### config.mk
export PLATFORM = sky130hd
export DESIGN_NAME = ctl_seq
export DESIGN_NICKNAME = d
export VERILOG_FILES = /design/src/rtl/ctl_seq_pkg.sv /design/src/rtl/ctl_seq_retry.sv /design/src/rtl/ctl_seq_bytes.sv /design/src/rtl/ctl_seq_fsm.sv /design/src/rtl/ctl_seq.sv
export SDC_FILE = /design/constraint.sdc
export NUM_CORES = 1
export LEC_CHECK = 0
export ABC_AREA = 1
export BUFFER_PORTS_ARGS = -buffer_cell sky130_fd_sc_hd__buf_2
export CAP_MARGIN = 15
export CORE_ASPECT_RATIO = 1.4
export CORE_MARGIN = 3
export CORE_UTILIZATION = 55
export DETAILED_ROUTE_END_ITERATION = 12
export PLACE_DENSITY_LB_ADDON = 0.15
export RECOVER_POWER = 50
export SYNTH_ARGS = -nofsm -noshare
export SYNTH_HDL_FRONTEND = slang
export SYNTH_HIERARCHICAL = 1
export SYNTH_SLANG_ARGS = --single-unit
### constraint.sdc
create_clock -name clk_i -period 2.7 [get_ports clk_i]
set_clock_uncertainty 0.05 [all_clocks]
set_input_delay 0.135 -clock clk_i [delete_from_list [all_inputs] [get_ports clk_i]]
set_output_delay 0.135 -clock clk_i [all_outputs]
set_load 0.01 [all_outputs]
### src/rtl/ctl_seq_pkg.sv
package ctl_seq_pkg;
  typedef enum logic [2:0] {
    ST_IDLE, ST_SETUP, ST_DATA, ST_STATUS, ST_ROOT, ST_FIN
  } stage_e;

  localparam logic [1:0] PID_DATA0 = 2'd0;
  localparam logic [1:0] PID_DATA1 = 2'd2;
  localparam logic [1:0] PID_SETUP = 2'd3;

  localparam logic [1:0] CODE_OK    = 2'd0;
  localparam logic [1:0] CODE_RETRY = 2'd1;

  localparam logic [1:0] RES_OK  = 2'd0;
  localparam logic [1:0] RES_ERR = 2'd1;
  localparam logic [1:0] RES_TMO = 2'd2;

  localparam int SETUP_BYTES = 8;
endpackage

### src/rtl/ctl_seq_retry.sv
module ctl_seq_retry #(
  parameter int MAX_TRIES = 8
) (
  input  logic clk_i,
  input  logic rst_ni,
  input  logic clr_i,
  input  logic inc_i,
  output logic last_o
);
  localparam int CNT_W = $clog2(MAX_TRIES + 1);

  logic [CNT_W-1:0] cnt_q;

  always_ff @(posedge clk_i or negedge rst_ni) begin
    if (!rst_ni)     cnt_q <= '0;
    else if (clr_i)  cnt_q <= '0;
    else if (inc_i)  cnt_q <= cnt_q + 1'b1;
  end

  assign last_o = (cnt_q == CNT_W'(MAX_TRIES - 1));

  // count never passes the limit
  a_r5_cnt_bound: assert property (@(posedge clk_i) disable iff (!rst_ni)
    cnt_q < CNT_W'(MAX_TRIES));
  // clearing and counting never requested together
  a_r4_clr_inc_excl: assert property (@(posedge clk_i) disable iff (!rst_ni)
    !(clr_i && inc_i));
endmodule

### src/rtl/ctl_seq_bytes.sv
module ctl_seq_bytes #(
  parameter int LEN_W = 16
) (
  input  logic             clk_i,
  input  logic             rst_ni,
  input  logic             clr_i,
  input  logic             add_i,
  input  logic [LEN_W-1:0] moved_i,
  input  logic [LEN_W-1:0] total_i,
  output logic [LEN_W-1:0] acc_o,
  output logic [LEN_W-1:0] rem_o
);
  logic [LEN_W-1:0] acc_q;

  always_ff @(posedge clk_i or negedge rst_ni) begin
    if (!rst_ni)     acc_q <= '0;
    else if (clr_i)  acc_q <= '0;
    else if (add_i)  acc_q <= acc_q + moved_i;
  end

  assign acc_o = acc_q;
  assign rem_o = (total_i > acc_q) ? total_i - acc_q : '0;

  // byte total only grows within a transfer
  a_r7_acc_monotonic: assert property (@(posedge clk_i) disable iff (!rst_ni)
    !clr_i |=> acc_q >= $past(acc_q));
endmodule

### src/rtl/ctl_seq_fsm.sv
module ctl_seq_fsm
  import ctl_seq_pkg::*;
(
  input  logic       clk_i,
  input  logic       rst_ni,
  input  logic       start_i,
  input  logic       to_root_i,
  input  logic       has_data_i,
  input  logic       eng_done_i,
  input  logic [1:0] eng_code_i,
  input  logic       rh_done_i,
  input  logic       rh_err_i,
  input  logic       last_try_i,
  output stage_e     stage_o,
  output logic       issue_o,
  output logic       cap_o,
  output logic       retry_clr_o,
  output logic       retry_inc_o,
  output logic       acc_clr_o,
  output logic       acc_add_o,
  output logic       fin_o,
  output logic [1:0] fin_res_o,
  output logic       done_o,
  output logic       busy_o
);
  stage_e stage_q, stage_d;
  logic   issue_q, issue_d;

  always_comb begin
    stage_d     = stage_q;
    issue_d     = 1'b0;
    cap_o       = 1'b0;
    retry_clr_o = 1'b0;
    retry_inc_o = 1'b0;
    acc_clr_o   = 1'b0;
    acc_add_o   = 1'b0;
    fin_o       = 1'b0;
    fin_res_o   = RES_OK;
    case (stage_q)
      ST_IDLE: begin
        if (start_i) begin
          cap_o       = 1'b1;
          acc_clr_o   = 1'b1;
          retry_clr_o = 1'b1;
          issue_d     = 1'b1;
          stage_d     = to_root_i ? ST_ROOT : ST_SETUP;
        end
      end
      ST_SETUP, ST_DATA, ST_STATUS: begin
        if (!issue_q && eng_done_i) begin
          if (eng_code_i == CODE_OK) begin
            acc_add_o   = (stage_q == ST_DATA);
            retry_clr_o = 1'b1;
            if (stage_q == ST_STATUS) begin
              fin_o = 1'b1;
            end else begin
              issue_d = 1'b1;
              stage_d = (stage_q == ST_SETUP && has_data_i) ? ST_DATA : ST_STATUS;
            end
          end else if (eng_code_i == CODE_RETRY) begin
            acc_add_o = (stage_q == ST_DATA);
            if (last_try_i) begin
              fin_o     = 1'b1;
              fin_res_o = RES_TMO;
            end else begin
              retry_inc_o = 1'b1;
              issue_d     = 1'b1;
            end
          end else begin
            fin_o     = 1'b1;
            fin_res_o = RES_ERR;
          end
        end
      end
      ST_ROOT: begin
        if (!issue_q && rh_done_i) begin
          fin_o     = 1'b1;
          fin_res_o = rh_err_i ? RES_ERR : RES_OK;
        end
      end
      ST_FIN:  stage_d = ST_IDLE;
      default: stage_d = ST_IDLE;
    endcase
    if (fin_o) stage_d = ST_FIN;
  end

  always_ff @(posedge clk_i or negedge rst_ni) begin
    if (!rst_ni) begin
      stage_q <= ST_IDLE;
      issue_q <= 1'b0;
    end else begin
      stage_q <= stage_d;
      issue_q <= issue_d;
    end
  end

  assign stage_o = stage_q;
  assign issue_o = issue_q;
  assign done_o  = (stage_q == ST_FIN);
  assign busy_o  = (stage_q != ST_IDLE);

  // completion lasts one cycle
  a_r10_done_pulse: assert property (@(posedge clk_i) disable iff (!rst_ni)
    done_o |=> !done_o);
  // every attempt is announced by a single-cycle pulse
  a_r4_issue_pulse: assert property (@(posedge clk_i) disable iff (!rst_ni)
    issue_o |=> !issue_o);
  // a start while busy does not restart capture
  a_r9_no_recapture: assert property (@(posedge clk_i) disable iff (!rst_ni)
    busy_o |-> !cap_o);
endmodule

### src/rtl/ctl_seq.sv
module ctl_seq
  import ctl_seq_pkg::*;
#(
  parameter int ADDR_W    = 7,
  parameter int LEN_W     = 16,
  parameter int MAX_TRIES = 8
) (
  input  logic              clk_i,
  input  logic              rst_ni,
  input  logic              start_i,
  input  logic [ADDR_W-1:0] dev_addr_i,
  input  logic [ADDR_W-1:0] root_addr_i,
  input  logic              pipe_in_i,
  input  logic              has_data_i,
  input  logic [LEN_W-1:0]  data_len_i,
  output logic              busy_o,
  output logic              eng_start_o,
  output logic [1:0]        eng_pid_o,
  output logic              eng_in_o,
  output logic [LEN_W-1:0]  eng_len_o,
  output logic [LEN_W-1:0]  eng_off_o,
  input  logic              eng_done_i,
  input  logic [1:0]        eng_code_i,
  input  logic [LEN_W-1:0]  eng_moved_i,
  output logic              rh_start_o,
  input  logic              rh_done_i,
  input  logic              rh_err_i,
  input  logic [LEN_W-1:0]  rh_len_i,
  output logic              done_o,
  output logic [1:0]        result_o,
  output logic [LEN_W-1:0]  act_len_o,
  output logic              high_speed_o
);
  stage_e           stage;
  logic             issue, cap, retry_clr, retry_inc, acc_clr, acc_add;
  logic             fin, last_try;
  logic [1:0]       fin_res;
  logic [LEN_W-1:0] acc, rem;

  logic             pin_q, hd_q;
  logic [LEN_W-1:0] tot_q;
  logic [1:0]       res_q;
  logic [LEN_W-1:0] len_res_q;
  logic             hs_q;

  always_ff @(posedge clk_i or negedge rst_ni) begin
    if (!rst_ni) begin
      pin_q <= 1'b0;
      hd_q  <= 1'b0;
      tot_q <= '0;
    end else if (cap) begin
      pin_q <= pipe_in_i;
      hd_q  <= has_data_i;
      tot_q <= data_len_i;
    end
  end

  ctl_seq_fsm u_fsm (
    .clk_i       (clk_i),
    .rst_ni      (rst_ni),
    .start_i     (start_i),
    .to_root_i   (dev_addr_i == root_addr_i),
    .has_data_i  (hd_q),
    .eng_done_i  (eng_done_i),
    .eng_code_i  (eng_code_i),
    .rh_done_i   (rh_done_i),
    .rh_err_i    (rh_err_i),
    .last_try_i  (last_try),
    .stage_o     (stage),
    .issue_o     (issue),
    .cap_o       (cap),
    .retry_clr_o (retry_clr),
    .retry_inc_o (retry_inc),
    .acc_clr_o   (acc_clr),
    .acc_add_o   (acc_add),
    .fin_o       (fin),
    .fin_res_o   (fin_res),
    .done_o      (done_o),
    .busy_o      (busy_o)
  );

  ctl_seq_retry #(.MAX_TRIES(MAX_TRIES)) u_retry (
    .clk_i  (clk_i),
    .rst_ni (rst_ni),
    .clr_i  (retry_clr),
    .inc_i  (retry_inc),
    .last_o (last_try)
  );

  ctl_seq_bytes #(.LEN_W(LEN_W)) u_bytes (
    .clk_i   (clk_i),
    .rst_ni  (rst_ni),
    .clr_i   (acc_clr),
    .add_i   (acc_add),
    .moved_i (eng_moved_i),
    .total_i (tot_q),
    .acc_o   (acc),
    .rem_o   (rem)
  );

  always_comb begin
    eng_pid_o = PID_DATA0;
    eng_in_o  = 1'b0;
    eng_len_o = '0;
    eng_off_o = '0;
    case (stage)
      ST_SETUP: begin
        eng_pid_o = PID_SETUP;
        eng_len_o = LEN_W'(SETUP_BYTES);
      end
      ST_DATA: begin
        eng_pid_o = PID_DATA1;
        eng_in_o  = pin_q;
        eng_len_o = rem;
        eng_off_o = acc;
      end
      ST_STATUS: begin
        eng_pid_o = PID_DATA1;
        eng_in_o  = hd_q ? ~pin_q : 1'b1;
      end
      default: ;
    endcase
  end

  assign eng_start_o = issue && (stage != ST_ROOT);
  assign rh_start_o  = issue && (stage == ST_ROOT);

  always_ff @(posedge clk_i or negedge rst_ni) begin
    if (!rst_ni) begin
      res_q     <= RES_OK;
      len_res_q <= '0;
      hs_q      <= 1'b0;
    end else if (fin) begin
      res_q <= fin_res;
      hs_q  <= (stage == ST_ROOT);
      if (fin_res != RES_OK)    len_res_q <= '0;
      else if (stage == ST_ROOT) len_res_q <= rh_len_i;
      else                       len_res_q <= acc;
    end
  end

  assign result_o     = res_q;
  assign act_len_o    = len_res_q;
  assign high_speed_o = hs_q;

  // bus and root-hub paths never started together
  a_r8_one_path: assert property (@(posedge clk_i) disable iff (!rst_ni)
    $onehot0({eng_start_o, rh_start_o}));
  // results only change when a transfer ends
  a_r10_res_held: assert property (@(posedge clk_i) disable iff (!rst_ni)
    !done_o |=> (done_o || $stable(result_o)));
endmodule

* After elaboration in Yosys (flattened, before gate mapping)
Cells that the tools add are included.
** Word-level totals
- Input bits :: 72
- Register bits :: 61
- Logic and storage cells :: 96
** Operators by class
- Reductions and logical operators :: 15
- $lt $le $gt $ge :: 1
- Equality and inequality tests :: 14
- Add/sub/neg operators :: 3
- Bitwise gates (word level) :: 1
- Muxes and demuxes :: 52
** Operators by type and width (count)
- 16-bit two-way mux :: 6
- 16-bit one-hot mux with 2 select lines :: 1
- 1-bit two-way mux :: 25
- 3-bit two-way mux :: 6
- 16-bit adder :: 1
- 16-bit greater-than comparator :: 1
- 16-bit subtractor :: 1
- 2-bit two-way mux :: 5
- 3-bit inequality test (second input constant) :: 3
- 3-bit one-hot mux with 3 select lines :: 1
- 4-bit two-way mux :: 2
- 1-bit one-hot mux with 2 select lines :: 4
- 2-bit one-hot mux with 2 select lines :: 2
- 7-bit equality test :: 1
- 3-bit by 2-bit equality test with 1-bit output (second input constant) :: 2
- 3-bit equality test (second input constant) :: 2
- 3-bit by 2-bit inequality test with 1-bit output (second input constant) :: 2
- 2-bit nonzero test :: 3
- 1-bit logical AND :: 5
- 5-bit AND reduction :: 1
- 4-bit by 1-bit adder with 4-bit output (second input constant) :: 1
- 4-bit by 3-bit equality test with 1-bit output (second input constant) :: 1
- 3-bit by 1-bit equality test with 1-bit output (second input constant) :: 1
- 3-bit zero test :: 1
- 8 further kinds :: 8

* Logic depth before layout (Yosys ltp)
- Word-level depth :: 8
- Mapped depth :: 15
- Gate-level depth less buffers :: 15

* Modules after synthesis
The synthesis kept the hierarchy.
** Modules (own cells, without submodules)
- ctl_seq_bytes :: cells an instance 439, area each 2521.2 um2, instances 1, sequential area each 400.4 um2
- ctl_seq :: cells an instance 274, area each 2095.8 um2, instances 1, sequential area each 925.9 um2
- ctl_seq_fsm :: cells an instance 71, area each 432.9 um2, instances 1, sequential area each 100.1 um2
- ctl_seq_retry :: cells an instance 25, area each 197.7 um2, instances 1, sequential area each 100.1 um2

* Least setup slack after synthesis
No wires, ideal clock.
- Kind :: register to output
- Start :: register u_bytes.acc_q[0], in the netlist u_bytes/acc_o[0]
- End :: output port eng_len_o[13]
- Arrival time :: 1.994 ns
- Slack :: 0.521 ns
- Stages on the path, launching flop included :: 15
- Data required time :: 2.515 ns
- Buffers on the path :: 1
- Path through :: dfrtp_1 -> ha_1 -> fa_1 -> inv_1 -> nand3_1 -> nand2_1 -> nand2_1 -> nand2_1 -> nand2_1 -> nand2_1 -> nand2_2 -> buf_6 -> nor2_4 -> inv_1 -> nor2_1
** On the way
- Cells in the longest elaborated chain, start to end :: 3
- Elaborated cells on any way between the ends :: 4
- Classes of those cells :: 1 x add/sub; 1 x order compare; 2 x mux
** Ends and longest elaborated chain
- start: declaration :: line ctl_seq_bytes.sv:13 : logic [LEN_W-1:0] acc_q;
- start signal: assignment :: line ctl_seq_bytes.sv:18 : else if (add_i) acc_q <= acc_q + moved_i;
- 16-bit subtractor or 16-bit greater-than comparator (tied branches) :: line ctl_seq_bytes.sv:22 : assign rem_o = (total_i > acc_q) ? total_i - acc_q : '0;
- 16-bit two-way mux * :: line ctl_seq_bytes.sv:22
- named net rem[13] :: line ctl_seq.sv:38 : logic [LEN_W-1:0] acc, rem;
- 16-bit one-hot mux with 2 select lines * :: line ctl_seq.sv:106 : case (stage)
- end: declaration :: line ctl_seq.sv:20 : output logic [LEN_W-1:0] eng_len_o,
Mark *: on every way through the listed nets, which the timed path passes. The rest lies on a longest branch.

* Final worst setup path
- Start :: register tot_q[0]
- End :: output port eng_len_o[5]
** On the way
- Cells in the longest elaborated chain, start to end :: 3
- Elaborated cells on any way between the ends :: 4
- Classes of those cells :: 1 x add/sub; 1 x order compare; 2 x mux
** Ends and longest elaborated chain
- start: declaration :: line ctl_seq.sv:41 : logic [LEN_W-1:0] tot_q;
- start signal: assignment :: line ctl_seq.sv:54 : tot_q <= data_len_i;
- 16-bit subtractor or 16-bit greater-than comparator (tied branches) :: line ctl_seq_bytes.sv:22
- 16-bit two-way mux * :: line ctl_seq_bytes.sv:22
- named net rem[5] :: line ctl_seq.sv:38
- 16-bit one-hot mux with 2 select lines * :: line ctl_seq.sv:106
Marks and branches as above.

==> run summary <==
### Worst setup path
- flop-to-flop setup slack: 0.32 ns
- crit path launch type: flip-flop
- class of the most critical setup path: reg -> out
- worst-path maximum fanout: 7
- data arrival time of the critical path: 2.52 ns
- crit path from: tot_q[0]
- kind of end point of the critical path: output pin
- worst reg2reg startpoint: u_fsm/stage_o[0]
- Crit Reg-Reg Endpoint: u_bytes/acc_o[1]
- Worst Reg2Reg Path Length in Cells: 8
- Critical Path Sink: eng_len_o[5]
- Required @ worst endpoint: 2.52 ns

### Place
- final weighted congestion in routability-driven placement: 0.967
- # port buffers: 129
- count of placed standard cells including taps: 1045
- DPL Wire Length: 12300 microns

### STA
- headroom to the max-slew limit: 20.2%
- final clock period utilization by the worst path: 100%
- shortest clock period the worst path allows after layout: 2.70 ns
- setup repair after global routing missed its margin: yes
- maximum frequency from static timing analysis: 370 MHz
- count of final hold-check violations: 0
- max-slew violations: 0
- transition at the pin with the smallest max-transition slack: 1.20 ns
- worst-case hold slack: 0.0141 ns
- total of endpoints with negative setup slack in the final report: 1
- final worst slack: -0.00178 ns

### Floorplanning
- number of top-level pins: 130
- core outline area: 9130 sq um
- row count: 41
- die height: 122 microns
- die outline width: 88.6 microns
- Initial Utilization: 57.5%
- die area: 10800 sq um

### Layout
- fraction of final layout cells sized beyond drive strength 1: 21.4%
- Area growth, synth to finish: 25.8%
- Post-Layout Cell Count: 1082
- total area of sequential cells: 1530 sq um
- # nets final: 1076
- Multi-input gate area: 3130 sq um
- fill cell count: 787
- Antenna diodes: 0

### Run status
- failing checks: negative setup slack
- run status: complete, but fails checks

### Detailed routing
- total iterations of the first detailed-routing run: 5
- wirelength, routed: 15600 microns
- Antenna Nets Post-Route: 0
- DRC violation total after the first TritonRoute iteration: 413
- wire length per cell after detailed routing: 14.4 microns
- Via Count: 5707
- residual DRC count: 0
- average via count per standard cell: 5.27

### Global route
- All-Layer GR Usage: 29.8%
- pin count of the biggest net entering global routing: 26
- first-pass GRT wire length: 24900 microns
- GRT Residual Overflow: 0
- initial antenna violation count: 0
- vias in the first global route: 5624

### Yosys
- Post-Syn Nets: 915
- post-synthesis average cell area: 6.49 sq um
- sequential-to-total area share from yosys stat: 29.1%
- Unique masters post-synth: 37
- number of instances in the synthesized netlist: 809
- post-synthesis instance area: 5250 sq um
- total of warnings raised by yosys: 6
- number of register bits inferred by synthesis: 61

### Power
- maximum VDD drop: 0.743 mV
- static power due to leakage: 3.80 nW
- cell area power density: 1130 nW/um^2

### CTS
- CTS Root Cell: sky130_fd_sc_hd__clkbuf_16
- Clock Sinks: 61
- number of CTS-inserted buffers: 9
- CTS HTree Levels: 3
- Longest Clk Path Bufs: 2
- clock latency of the later-clocked register in the worst-skew pair: 0.33 ns
- CTS tree: yes
- clock transition time at the flip-flop clock pins of the worst setup and hold paths: 0.05 ns

### Min path
- worst hold path class: in -> reg

### Run
- count of maximum capacitance violations: 0

==> synthesized netlist by cell type <==
cell | instances | area (sq um)
sky130_fd_sc_hd__a21boi_1 | 1 | 7.51
sky130_fd_sc_hd__a21oi_1 | 26 | 130
sky130_fd_sc_hd__a21oi_2 | 2 | 17.5
sky130_fd_sc_hd__a22o_1 | 1 | 8.76
sky130_fd_sc_hd__and2_1 | 2 | 12.5
sky130_fd_sc_hd__buf_2 | 5 | 25.0
sky130_fd_sc_hd__buf_4 | 5 | 37.5
sky130_fd_sc_hd__buf_6 | 2 | 22.5
sky130_fd_sc_hd__clkbuf_1 | 3 | 11.3
sky130_fd_sc_hd__dfrtp_1 | 61 | 1530
sky130_fd_sc_hd__fa_1 | 2 | 40.0
sky130_fd_sc_hd__ha_1 | 32 | 400
sky130_fd_sc_hd__inv_1 | 143 | 537
sky130_fd_sc_hd__inv_2 | 7 | 26.3
sky130_fd_sc_hd__mux2_2 | 17 | 191
sky130_fd_sc_hd__nand2_1 | 271 | 1020
sky130_fd_sc_hd__nand2_2 | 8 | 50.1
sky130_fd_sc_hd__nand2_4 | 1 | 11.3
sky130_fd_sc_hd__nand3_1 | 50 | 250
sky130_fd_sc_hd__nand3_2 | 1 | 10.0
sky130_fd_sc_hd__nand3b_1 | 27 | 203
sky130_fd_sc_hd__nand4_1 | 4 | 25.0
sky130_fd_sc_hd__nor2_1 | 90 | 338
sky130_fd_sc_hd__nor2_2 | 3 | 18.8
sky130_fd_sc_hd__nor2_4 | 3 | 33.8
sky130_fd_sc_hd__nor3_1 | 7 | 35.0
sky130_fd_sc_hd__nor3_2 | 1 | 10.0
sky130_fd_sc_hd__nor3_4 | 1 | 16.3
sky130_fd_sc_hd__nor4_4 | 1 | 21.3
sky130_fd_sc_hd__o21ai_0 | 13 | 65.1
sky130_fd_sc_hd__o21ai_1 | 2 | 10.0
sky130_fd_sc_hd__o21bai_1 | 1 | 7.51
sky130_fd_sc_hd__o22ai_1 | 3 | 18.8
sky130_fd_sc_hd__o22ai_2 | 1 | 12.5
sky130_fd_sc_hd__or2_2 | 2 | 12.5
sky130_fd_sc_hd__xnor2_1 | 7 | 61.3
sky130_fd_sc_hd__xor2_1 | 3 | 26.3
==> layer usage <==
metal	vias to the layer above	global-route usage [%]	routed length, microns
met5	-	0	0
met4	0	17.2	929
met3	71	5.55	835
met2	233	52.2	7910
met1	2582	32.9	5950
li1	2821	-	-
==> power breakdown <==
group	switching (mW)	total [mW]	leakage, nW	internal, mW
Combinational	2.88	4.62	2.85	1.75
Clock	0.409	1.27	0.156	0.859
Sequential	0.311	1.56	0.799	1.25
Total	3.60	7.45	3.80	3.86
==> metrics by stage <==
stage | power (mW) | worst slack (ns) | setup TNS, ns | instance area, sq um | utilization, %
finish | 7.45 | -0.00178 | -0.00178 | 6600 | 72.3
detailed placement | 5.80 | 0.183 | 0 | 6040 | 66.2
CTS | 7.16 | 0.0149 | 0 | 6550 | 71.7
global route | 8.09 | -0.111 | -0.884 | 6600 | 72.3
floorplan | 4.69 | 0.521 | 0 | 5250 | -
global placement | 5.68 | 0.300 | 0 | 6040 | 66.2
==> critical path, cell delays in order (launching register included) <==
cell	delay, ns
sky130_fd_sc_hd__dfrtp_1	0.34
sky130_fd_sc_hd__inv_1	0.05
sky130_fd_sc_hd__ha_2	0.19
sky130_fd_sc_hd__fa_2	0.40
sky130_fd_sc_hd__inv_2	0.07
sky130_fd_sc_hd__nand3_2	0.07
sky130_fd_sc_hd__nand2_2	0.11
sky130_fd_sc_hd__nand2_2	0.06
sky130_fd_sc_hd__nand2_2	0.09
sky130_fd_sc_hd__nand2_2	0.07
sky130_fd_sc_hd__nand2_4	0.09
sky130_fd_sc_hd__nand2_4	0.08
sky130_fd_sc_hd__buf_6	0.15
sky130_fd_sc_hd__nor2_2	0.09
sky130_fd_sc_hd__inv_1	0.05
sky130_fd_sc_hd__nor2_1	0.10
sky130_fd_sc_hd__buf_2	0.15
==> state kept, by name, summed over array words and instances (netlist names) <==
register / cells
pin_q: 1
u_retry/cnt_q: 4
u_bytes/acc_o: 16
hd_q: 1
u_fsm/stage_o: 3
result_o: 2
tot_q: 16
high_speed_o: 1
u_fsm/issue_o: 1
act_len_o: 16
==> cell type report <==
cell class	instances	area share, %
flip-flops and latches	61	23.1
well taps	107	2.03
inverters	150	8.53
clock inverters	3	1.02
clock buffers	13	3.94
multi-input cells	584	47.4
repair buffers	164	13.9
==> layout by cell type (no fill, tap or decap), types with 2 or more instances in the layout <==
| master | count |
|---|---|
| sky130_fd_sc_hd__nand3_1 | 49 |
| sky130_fd_sc_hd__clkbuf_16 | 9 |
| sky130_fd_sc_hd__dlygate4sd3_1 | 16 |
| sky130_fd_sc_hd__or2_2 | 2 |
| sky130_fd_sc_hd__nand2_4 | 3 |
| sky130_fd_sc_hd__xnor2_1 | 7 |
| sky130_fd_sc_hd__nand3b_1 | 27 |
| sky130_fd_sc_hd__nor2_2 | 13 |
| sky130_fd_sc_hd__buf_4 | 16 |
| sky130_fd_sc_hd__a21oi_2 | 3 |
| sky130_fd_sc_hd__o21ai_0 | 14 |
| sky130_fd_sc_hd__nand2_1 | 266 |
| sky130_fd_sc_hd__nor2_1 | 80 |
| sky130_fd_sc_hd__nand2_2 | 12 |
| sky130_fd_sc_hd__bufinv_16 | 2 |
| sky130_fd_sc_hd__xor2_1 | 3 |
| sky130_fd_sc_hd__o22ai_1 | 3 |
| sky130_fd_sc_hd__dfrtp_1 | 61 |
| sky130_fd_sc_hd__inv_1 | 142 |
| sky130_fd_sc_hd__nand4_1 | 4 |
| sky130_fd_sc_hd__inv_2 | 8 |
| sky130_fd_sc_hd__and2_1 | 2 |
| sky130_fd_sc_hd__ha_2 | 2 |
| sky130_fd_sc_hd__nor3_1 | 7 |
| sky130_fd_sc_hd__nand3_2 | 2 |
| sky130_fd_sc_hd__a21oi_1 | 25 |
| sky130_fd_sc_hd__mux2_2 | 17 |
| sky130_fd_sc_hd__buf_2 | 107 |
| sky130_fd_sc_hd__clkbuf_1 | 25 |
| sky130_fd_sc_hd__clkbuf_8 | 2 |
| sky130_fd_sc_hd__ha_1 | 30 |
| sky130_fd_sc_hd__nor2_4 | 3 |
==> worst min-delay path by stage <==
| stage | start | to | slack, ns | depth (start not counted) |
|---|---|---|---|---|
| 5_1_grt | data_len_i[8] | tot_q[8] | 0.02 | 2 |
| 3_5_place_dp | rst_ni | act_len_o[13] | 0.04 | 1 |
| 4_1_cts | data_len_i[12] | tot_q[12] | 0.001 | 2 |
| 2_1_floorplan | rst_ni | act_len_o[0] | -0.21 | 0 |
| 6_report | data_len_i[8] | tot_q[8] | 0.01 | 2 |
| 3_3_place_gp | rst_ni | act_len_o[13] | 0.03 | 1 |
==> what timing repair did <==
action / in CTS / in global routing
endpoints found under the setup margin: 12 / 15
setup buffers: 1 / 3
gates cloned: 0 / 1
pin swaps: 2 / 10
hold buffers: 15 / 1
gates resized for setup: 6 / 18
endpoints found under the hold margin: 29 / 1
==> kinds of logic (layout without fill, tap and decap cells) <==
| kind of cell | count (synthesis) | after routing | synth area share (%) |
|---|---|---|---|
| simple gates | 472 | 473 | 39.3 |
| mux | 17 | 17 | 3.65 |
| buf+inv | 165 | 330 | 12.6 |
| xor+xnor | 10 | 10 | 1.67 |
| fa+ha+maj | 34 | 34 | 8.39 |
| compound gates | 50 | 50 | 5.29 |
| flops | 61 | 61 | 29.1 |
Note: power is estimated with default switching activity, not from simulation.
